[config.mk]
export PLATFORM = sky130hd
export DESIGN_NAME = uart_rx2buf
export DESIGN_NICKNAME = d
export VERILOG_FILES = /design/src/rtl/uart_rx2buf_pkg.sv /design/src/rtl/uart_rx_deser.sv /design/src/rtl/uart_rx_fifo.sv /design/src/rtl/uart_rx2buf.sv
export SDC_FILE = /design/constraint.sdc
export NUM_CORES = 1
export LEC_CHECK = 0
export BUFFER_PORTS_ARGS = -buffer_cell sky130_fd_sc_hd__buf_4
export CAP_MARGIN = 5
export CELL_PAD_IN_SITES_DETAIL_PLACEMENT = 0
export CELL_PAD_IN_SITES_GLOBAL_PLACEMENT = 1
export CORE_MARGIN = 4
export CORE_UTILIZATION = 45
export DETAILED_ROUTE_END_ITERATION = 10
export HOLD_SLACK_MARGIN = 0.06
export PLACE_DENSITY = 0.86
export SYNTH_ARGS = -nofsm -noshare
export SYNTH_HDL_FRONTEND = slang
export SYNTH_HIERARCHICAL = 1
export SYNTH_SLANG_ARGS = --single-unit
[constraint.sdc]
create_clock -name clk -period 2.4 [get_ports clk]
set_input_delay 0.48 -clock clk [delete_from_list [all_inputs] [get_ports clk]]
set_output_delay 0.48 -clock clk [all_outputs]
set_load 0.01 [all_outputs]
[src/rtl/uart_rx2buf_pkg.sv]
package uart_rx2buf_pkg;
  typedef enum logic [2:0] {
    RX_IDLE,
    RX_START,
    RX_DATA,
    RX_PAR,
    RX_STOP
  } rx_state_e;
endpackage

[src/rtl/uart_rx_deser.sv]
module uart_rx_deser
  import uart_rx2buf_pkg::*;
#(
  parameter int DW  = 8,
  parameter int OSR = 16
) (
  input  logic          clk,
  input  logic          rst_n,
  input  logic          en,
  input  logic          par_en,
  input  logic          par_odd,
  input  logic          tick,
  input  logic          line_in,
  output logic          done,
  output logic [DW-1:0] data,
  output logic          par_bad,
  output logic          stop_bad
);
  localparam int CW = $clog2(OSR);
  localparam int BW = (DW > 1) ? $clog2(DW) : 1;
  localparam logic [CW-1:0] T_LAST = CW'(OSR - 1);
  localparam logic [CW-1:0] T_MID  = CW'(OSR / 2 - 1);
  localparam logic [BW-1:0] B_LAST = BW'(DW - 1);

  rx_state_e     st;
  logic [CW-1:0] tcnt;
  logic [BW-1:0] bcnt;
  logic [DW-1:0] sh;
  logic          pbad;
  logic [1:0]    sync;
  logic          ln;

  assign ln = sync[1];

  // two-flop synchroniser, reset to idle level
  always_ff @(posedge clk) begin
    if (!rst_n) sync <= 2'b11;
    else        sync <= {sync[0], line_in};
  end

  always_ff @(posedge clk) begin
    if (!rst_n) begin
      st   <= RX_IDLE;
      tcnt <= '0;
      bcnt <= '0;
      sh   <= '0;
      pbad <= 1'b0;
    end else if (!en) begin
      st   <= RX_IDLE;
      tcnt <= '0;
    end else if (tick) begin
      case (st)
        RX_IDLE: begin
          tcnt <= '0;
          if (!ln) st <= RX_START;
        end
        RX_START: begin
          if (tcnt == T_MID) begin
            tcnt <= '0;
            bcnt <= '0;
            st   <= ln ? RX_IDLE : RX_DATA;
          end else begin
            tcnt <= tcnt + 1'b1;
          end
        end
        RX_DATA: begin
          if (tcnt == T_LAST) begin
            tcnt <= '0;
            sh   <= {ln, sh[DW-1:1]};
            if (bcnt == B_LAST) begin
              pbad <= 1'b0;
              st   <= par_en ? RX_PAR : RX_STOP;
            end else begin
              bcnt <= bcnt + 1'b1;
            end
          end else begin
            tcnt <= tcnt + 1'b1;
          end
        end
        RX_PAR: begin
          if (tcnt == T_LAST) begin
            tcnt <= '0;
            pbad <= (ln != ((^sh) ^ par_odd));
            st   <= RX_STOP;
          end else begin
            tcnt <= tcnt + 1'b1;
          end
        end
        RX_STOP: begin
          if (tcnt == T_LAST) begin
            tcnt <= '0;
            st   <= RX_IDLE;
          end else begin
            tcnt <= tcnt + 1'b1;
          end
        end
        default: st <= RX_IDLE;
      endcase
    end
  end

  assign done     = en && tick && (st == RX_STOP) && (tcnt == T_LAST);
  assign data     = sh;
  assign par_bad  = pbad;
  assign stop_bad = !ln;
endmodule

[src/rtl/uart_rx_fifo.sv]
module uart_rx_fifo #(
  parameter int DW    = 8,
  parameter int DEPTH = 2
) (
  input  logic          clk,
  input  logic          rst_n,
  input  logic          push,
  input  logic [DW-1:0] wdata,
  input  logic          pop,
  output logic [DW-1:0] rdata,
  output logic          nonempty,
  output logic          full
);
  localparam int AW   = (DEPTH > 1) ? $clog2(DEPTH) : 1;
  localparam int CNTW = $clog2(DEPTH + 1);
  localparam logic [AW-1:0]   P_LAST = AW'(DEPTH - 1);
  localparam logic [CNTW-1:0] C_FULL = CNTW'(DEPTH);

  logic [DW-1:0]   mem [DEPTH];
  logic [AW-1:0]   wp, rp;
  logic [CNTW-1:0] cnt;
  logic            do_pop, do_push;

  assign do_pop  = pop && nonempty;
  assign do_push = push && (!full || do_pop);

  genvar g;
  generate
    for (g = 0; g < DEPTH; g++) begin : g_ent
      always_ff @(posedge clk) begin
        if (do_push && (wp == AW'(g))) mem[g] <= wdata;
      end
    end
  endgenerate

  always_ff @(posedge clk) begin
    if (!rst_n) begin
      wp  <= '0;
      rp  <= '0;
      cnt <= '0;
    end else begin
      if (do_push) wp <= (wp == P_LAST) ? '0 : wp + 1'b1;
      if (do_pop)  rp <= (rp == P_LAST) ? '0 : rp + 1'b1;
      case ({do_push, do_pop})
        2'b10:   cnt <= cnt + 1'b1;
        2'b01:   cnt <= cnt - 1'b1;
        default: cnt <= cnt;
      endcase
    end
  end

  assign rdata    = mem[rp];
  assign nonempty = (cnt != '0);
  assign full     = (cnt == C_FULL);
endmodule

[src/rtl/uart_rx2buf.sv]
module uart_rx2buf #(
  parameter int DW    = 8,
  parameter int OSR   = 16,
  parameter int DEPTH = 2
) (
  input  logic          clk,
  input  logic          rst_n,
  input  logic          rx_en,
  input  logic          par_en,
  input  logic          par_odd,
  input  logic          irq_two_sel,
  input  logic          sample_tick,
  input  logic          rx_line,
  output logic          out_valid,
  input  logic          out_ready,
  output logic [DW-1:0] out_data,
  output logic          buf_full,
  output logic          rx_irq,
  input  logic [2:0]    err_clr,
  output logic          err_overrun,
  output logic          err_parity,
  output logic          err_frame
);
  localparam int NERR = 3;

  logic          rx_done, par_bad, stop_bad, pop;
  logic [DW-1:0] rx_data;
  logic [NERR-1:0] err_set, err_q;

  uart_rx_deser #(.DW(DW), .OSR(OSR)) u_deser (
    .clk(clk), .rst_n(rst_n), .en(rx_en), .par_en(par_en), .par_odd(par_odd),
    .tick(sample_tick), .line_in(rx_line), .done(rx_done), .data(rx_data),
    .par_bad(par_bad), .stop_bad(stop_bad)
  );

  assign pop = out_valid && out_ready;

  uart_rx_fifo #(.DW(DW), .DEPTH(DEPTH)) u_fifo (
    .clk(clk), .rst_n(rst_n), .push(rx_done), .wdata(rx_data), .pop(pop),
    .rdata(out_data), .nonempty(out_valid), .full(buf_full)
  );

  // bit 0 overrun, bit 1 parity, bit 2 framing
  assign err_set = {rx_done && stop_bad, rx_done && par_bad, rx_done && buf_full && !pop};

  genvar i;
  generate
    for (i = 0; i < NERR; i++) begin : g_err
      always_ff @(posedge clk) begin
        if (!rst_n)          err_q[i] <= 1'b0;
        else if (err_set[i]) err_q[i] <= 1'b1;
        else if (err_clr[i]) err_q[i] <= 1'b0;
      end
    end
  endgenerate

  assign err_overrun = err_q[0];
  assign err_parity  = err_q[1];
  assign err_frame   = err_q[2];
  assign rx_irq      = irq_two_sel ? buf_full : out_valid;
endmodule

==> impl_metrics.py, run 1 <==
metrics = {
    "outcome": {
        "status": "finished, final reports clean",
    },
    "critical_path": {
        "worstPathRequired_ps": 2630,
        "cp_num_buf_inv": 0,
        "cp-end-kind": "register",
        "worstPathMaxFanout": 4,
        "cp_slowest_cell": "dfxtp_1",
        "cp_top_family": "simple AND/OR/NAND/NOR gates",
        "arrival_ps": 2350,
        "crit_type": "reg -> reg",
        "critPathMostFrequentCell": "ha_1",
        "cp_slowest_stage_delay_ps": 390,
        "cp_cell_sequence": "ha_1, and3_1, nand3_2, nor2_2, o21ai_2, ha_1, or3_1, a21boi_1",
        "cp-start-kind": "register",
    },
    "yosys": {
        "yosys_warnings": 6,
        "yosys.area_share.simple": 0.190,
        "synth.area.top_cells": "dfxtp_1 (27%), edfxtp_1 (22%), mux2i_1 (5.1%)",
        "synth_cells": 202,
        "synthesis.nets": 218,
        "synth_top_area_share": 0.271,
        "synth_compound_area_frac": 0.103,
        "synthXorXnorAreaFrac": 0.0567,
        "netlist_area_um2": 2140,
        "avgSynthCellArea_um2": 10.6,
        "synthAdderAreaFrac": 0.0234,
        "synth_top_area_cell": "dfxtp_1",
        "synth.distinct_cells": 47,
        "muxShareOfSynthArea": 0.0988,
        "synth_top_family_by_area": "simple AND/OR/NAND/NOR gates",
        "synth-seq-cells": 45,
        "ys_seq_area_frac": 0.496,
    },
    "sta": {
        "final.setup_skew_ps": 6.33,
        "setup_viol": 0,
        "layout_worst_path_cycle_share": 0.886,
        "rsz0062_at_grt": "false",
        "slew_viol_final": 0,
        "holdWs_ps": 359,
        "finalSetupTns_ps": 0,
        "period_minus_slack_ps": 2130,
        "slew_headroom": 0.777,
        "worst_pin_slew_ps": 334,
        "max_freq_mhz": 470,
        "finalHoldViolations": 0,
    },
    "finish": {
        "fillers": 413,
        "drive_gt1_frac": 0.261,
        "multi_input_area_um2": 1010,
        "num_antenna_cells": 0,
        "register_area_um2": 1060,
        "fin_util": 0.558,
        "area_growth_pct": 16.5,
        "nNetsFinal": 249,
        "finalNonFillerCells": 286,
    },
    "clock_tree": {
        "ctsResizeCount": 0,
        "cts_num_sinks": 45,
        "clock_latency_ps": 300,
        "hold_buffers": 0,
        "cts-root-buf": "clkbuf_8",
        "clk_transition_reported_paths_ps": 90,
        "h-tree-depth": 2,
        "clock_tree.buffer_depth": 2,
        "tritoncts": "yes",
        "cts-buffers-inserted": 5,
        "post_cts_buffers": 0,
    },
    "global_routing": {
        "grt.overflow.total": 0,
        "track_usage": 0.130,
        "antenna_found_initial": 0,
        "grt_max_degree": 26,
        "grt_pass1_vias": 1377,
        "grt_first_pass_wirelength_mm": 6.24,
    },
    "place": {
        "finalWeightedCongestion": 0.799,
        "io_buffers": 25,
        "place_inst": 278,
        "dpl.hpwl_mm": 2.57,
    },
    "die": {
        "ios": 26,
        "start_util": 0.478,
        "fp.dieW_um": 77.0,
        "core_um2": 4470,
        "dieArea_um2": 5930,
        "rows": 24,
        "die_y_um": 77.0,
    },
    "route": {
        "drc_errors": 0,
        "via_count": 1461,
        "dr.first_iter.drc_count": 58,
        "dr.pass1.iters": 4,
        "wire_per_inst_um": 12.4,
        "ant_nets": 0,
        "wirelength_mm": 3.54,
        "drt-vias-per-instance": 5.11,
    },
    "power_and_ir_drop": {
        "vdd_drop_max_v": 0.000220,
        "power.density_nw_per_um2": 525,
        "p_leak_nw": 0.970,
    },
    "flow_run": {
        "maxCapViolCount": 0,
    },
    "min_path": {
        "worstHoldPathType": "in -> reg",
    },
}
## cell usage in the layout (no fill, tap or decap), drive strengths merged
master	count
o311ai	1
edfxtp	16
clkinv	1
nand4	1
xnor2	13
ha	4
or2	2
o21a	2
nor4	1
nor2	16
mux2	9
and3	1
o211ai	1
a21oi	7
o21ai	7
o211a	1
inv	9
o22ai	1
mux2i	11
nor2b	10
o32ai	1
o221ai	1
nor3	2
a21boi	6
nand3	3
nand2b	8
nand2	20
buf	31
or3	5
nor3b	1
clkinvlp	1
clkbuf	5
and2	5
dfxtp	29
a31oi	2
## flip-flops by register name (all words and copies together), names as in the netlist, named ones only
signal	cells
u_fifo/mem	16
u_deser/data	8
u_deser/tcnt	4
u_deser/bcnt	3
u_deser/st	3
u_deser/sync	2
u_fifo/cnt	2
err_frame	1
err_overrun	1
err_parity	1
u_deser/par_bad	1
u_fifo/rp	1
u_fifo/wp	1
## cell type report
| type | instances | area share |
|---|---|---|
| multi-input combinational | 142 | 0.406 |
| sequential | 45 | 0.425 |
| tap | 52 | 0.0261 |
| inverter | 8 | 0.0120 |
| clock inverter | 3 | 0.0100 |
| timing repair buffer | 31 | 0.0933 |
| clock buffer | 5 | 0.0276 |
## worst register-to-register path: stages, from the launching register on
cell	delay [ps]
dfxtp_1	390
ha_1	200
and3_1	220
nand3_2	100
nor2_2	190
o21ai_2	120
ha_1	330
or3_1	360
a21boi_1	150
## per-layer routing
| metal | GRT usage | up-vias | wire (um) |
|---|---|---|---|
| li1 | - | 754 | - |
| met1 | 0.168 | 680 | 1700 |
| met2 | 0.200 | 21 | 1630 |
| met3 | 0.0328 | 6 | 136 |
| met4 | 0.0658 | 0 | 69 |
| met5 | 0 | - | 0 |
## kinds of logic (layout without fill, tap and decap cells)
family          Yosys count  in the layout
buf+inv                  15             47
flops                    45             45
compound gates           30             30
mux                      20             20
fa+ha+maj                 4              4
simple gates             75             75
xor+xnor                 13             13
## stage by stage
stage	setup slack (ps)	power [mW]	instance area, um2
after global placement	295	0.852	2400
after floorplan	309	0.831	2140
final	274	1.31	2490
after detailed placement	197	0.852	2400
after global routing	95.2	1.37	2490
after CTS	177	1.33	2490
## Yosys cell counts (all sizes together)
master   n
inv      8
o32ai    1
o211a    1
o211ai   1
or2      2
buf      4
nor3     2
o221ai   1
and2     5
a21oi    7
o21a     2
and3     1
o311ai   1
nand2   20
nand2b   8
edfxtp  16
mux2i   11
nand3    3
o22ai    1
a21boi   6
nor2b   10
ha       4
a31oi    2
nor3b    1
clkbuf   3
nand4    1
xnor2   13
nor2    16
o21ai    7
dfxtp   29
or3      5
nor4     1
mux2     9
## where the power goes
part           internal [mW]  leakage, nW  switching, mW  total (mW)
logic                 0.0260        0.505         0.0217      0.0477
registers              0.785        0.420        0.00153       0.786
clock network          0.210       0.0447          0.266       0.476
total                   1.02        0.970          0.289        1.31
## final timing paths
| check | cells after the start | startpoint | slack, ps | end |
|---|---|---|---|---|
| min | 2 | rx_line | 360 | u_deser/sync[0] |
| min reg2reg | 1 | u_deser/sync[0] | 420 | u_deser/sync[1] |
| max | 8 | u_deser/tcnt[1] | 270 | u_fifo/cnt[1] |
| max reg2reg | 8 | u_deser/tcnt[1] | 270 | u_fifo/cnt[1] |
(Power assumes the default switching activity.)
==> inputs of run 2 (changes only) <==
--- a/config.mk
+++ b/config.mk
@@ -13,7 +13,7 @@
 export CORE_UTILIZATION = 45
 export DETAILED_ROUTE_END_ITERATION = 10
 export HOLD_SLACK_MARGIN = 0.06
-export PLACE_DENSITY = 0.86
+export PLACE_DENSITY = 0.81
 export SYNTH_ARGS = -nofsm -noshare
 export SYNTH_HDL_FRONTEND = slang
 export SYNTH_HIERARCHICAL = 1
==> run 2 against run 1 <==
Compared with the run above:
- sequential share of layout area shrank 0.57 points
- power grew 15%
- critical endpoint unchanged
- cell area grew 1.4%
- largest power group unchanged
- clock skew grew 2.5 ps
- via count grew 0.41%
- wire length grew 7.5%
- critical path depth is the same
==> impl_metrics.py, run 2 (synthesized netlist as in run 1, its figures left out) <==
metrics = {
    "outcome": {
        "status": "finished, final reports clean",
    },
    "place": {
        "place_inst": 277,
        "finalWeightedCongestion": 0.850,
        "dpl.hpwl_mm": 2.88,
        "dp_slack_ps": 184,
        "io_buffers": 25,
    },
    "sta": {
        "rsz0062_at_grt": "false",
        "slew_viol_final": 0,
        "final.setup_skew_ps": 8.81,
        "finalHoldViolations": 0,
        "slew_headroom": 0.782,
        "finalSetupTns_ps": 0,
        "layout_worst_path_cycle_share": 0.926,
        "setup_viol": 0,
        "max_freq_mhz": 450,
        "period_minus_slack_ps": 2220,
        "fin_ws_ps": 178,
        "worst_pin_slew_ps": 327,
    },
    "clock_tree": {
        "clock_tree.buffer_depth": 2,
        "cts-buffers-inserted": 5,
        "h-tree-depth": 2,
        "hold_buffers": 0,
        "post_cts_buffers": 0,
        "clk_transition_reported_paths_ps": 90,
        "ctsResizeCount": 0,
        "clock_latency_ps": 290,
        "cts-root-buf": "clkbuf_8",
        "cts_num_sinks": 45,
        "tritoncts": "yes",
    },
    "power_and_ir_drop": {
        "power.density_nw_per_um2": 597,
        "finalPower_mw": 1.51,
        "vdd_drop_max_v": 0.000262,
        "p_leak_nw": 0.989,
    },
    "die": {
        "start_util": 0.478,
        "fp.dieW_um": 77.0,
        "ios": 26,
        "die_y_um": 77.0,
        "dieArea_um2": 5930,
        "rows": 24,
        "core_um2": 4470,
    },
    "finish": {
        "area_growth_pct": 18.1,
        "final_cell_mix": "buf_4 (30), dfxtp_1 (29), nand2_1 (19), edfxtp_1 (16), nor2_1 (15)",
        "nNetsFinal": 248,
        "finalNonFillerCells": 285,
        "regMostFlops": "u_fifo/mem",
        "largest_register_ffs": 16,
        "num_antenna_cells": 0,
        "drive_gt1_frac": 0.253,
        "final_common_cell": "buf_4",
    },
    "route": {
        "dr.pass1.iters": 4,
        "wire_per_inst_um": 13.4,
        "drc_errors": 0,
        "drt-vias-per-instance": 5.15,
        "ant_nets": 0,
        "via_count": 1467,
        "dr.first_iter.drc_count": 62,
        "wirelength_mm": 3.81,
    },
    "global_routing": {
        "grt_first_pass_wirelength_mm": 6.56,
        "grt_pass1_vias": 1488,
        "grt.overflow.total": 0,
        "grt_max_degree": 26,
        "antenna_found_initial": 0,
        "track_usage": 0.137,
    },
    "critical_path": {
        "worstPathMaxFanout": 4,
        "cp_slowest_stage_delay_ps": 390,
        "cp_slowest_cell": "dfxtp_1",
        "crit_type": "reg -> reg",
        "cp-start-kind": "register",
        "critPathMostFrequentCell": "ha_1",
        "cp_num_buf_inv": 0,
        "arrival_ps": 2450,
        "worstPathRequired_ps": 2630,
        "cp_cell_sequence": "ha_1, and3_1, nand3_2, nor2_1, o21ai_2, ha_1, or3_1, a21boi_1",
        "cp-end-kind": "register",
        "cp_top_family": "simple AND/OR/NAND/NOR gates",
    },
    "flow_run": {
        "maxCapViolCount": 0,
    },
    "min_path": {
        "worstHoldPathType": "in -> reg",
    },
}
==> run 2: cell count changes in the layout (fill, tap and decap cells not counted) <==
cell	delta
buf_4	-1
bufinv_16	+2
clkinv_4	-1
clkinvlp_4	-1
nor2_1	+1
nor2_2	-1
==> run 2: where the power goes <==
group	switching, mW	total, mW	internal [mW]
Sequential	0.00204	0.787	0.785
Combinational	0.0214	0.0470	0.0256
Clock	0.257	0.676	0.419
==> run 2: final timing paths <==
| path | from | end | slack [ps] | cells after the start |
|---|---|---|---|---|
| max | u_deser/tcnt[0] | u_fifo/cnt[1] | 180 | 8 |
| min | rx_line | u_deser/sync[0] | 380 | 2 |
| max reg2reg | u_deser/tcnt[0] | u_fifo/cnt[1] | 180 | 8 |
| min reg2reg | u_deser/sync[0] | u_deser/sync[1] | 420 | 1 |
==> run 2: layout make-up <==
cell class	instances	area, um2
fillers	375	1950
flip-flops and latches	45	1060
multi-input cells	142	1010
repair buffers	30	225
clock buffers	5	68.8
clock inverters	3	68.8
well taps	52	65.1
inverters	8	30.0
==> run 2: layer usage <==
metal / track usage / wire length (um) / vias to the layer above
met5: 0 / 0 / -
met1: 0.158 / 1690 / 680
met2: 0.240 / 1900 / 26
li1: - / - / 753
met3: 0.0375 / 141 / 8
met4: 0.0552 / 76 / 0
==> run 2: metrics by stage <==
| stage | cell area, um2 | utilization | hold slack (ps) |
|---|---|---|---|
| floorplan | 2140 | - | 386 |
| global placement | 2390 | 0.534 | 395 |
| detailed placement | 2390 | 0.534 | 403 |
| CTS | 2530 | 0.565 | 374 |
| global route | 2530 | 0.565 | 369 |
| finish | 2530 | 0.565 | 378 |
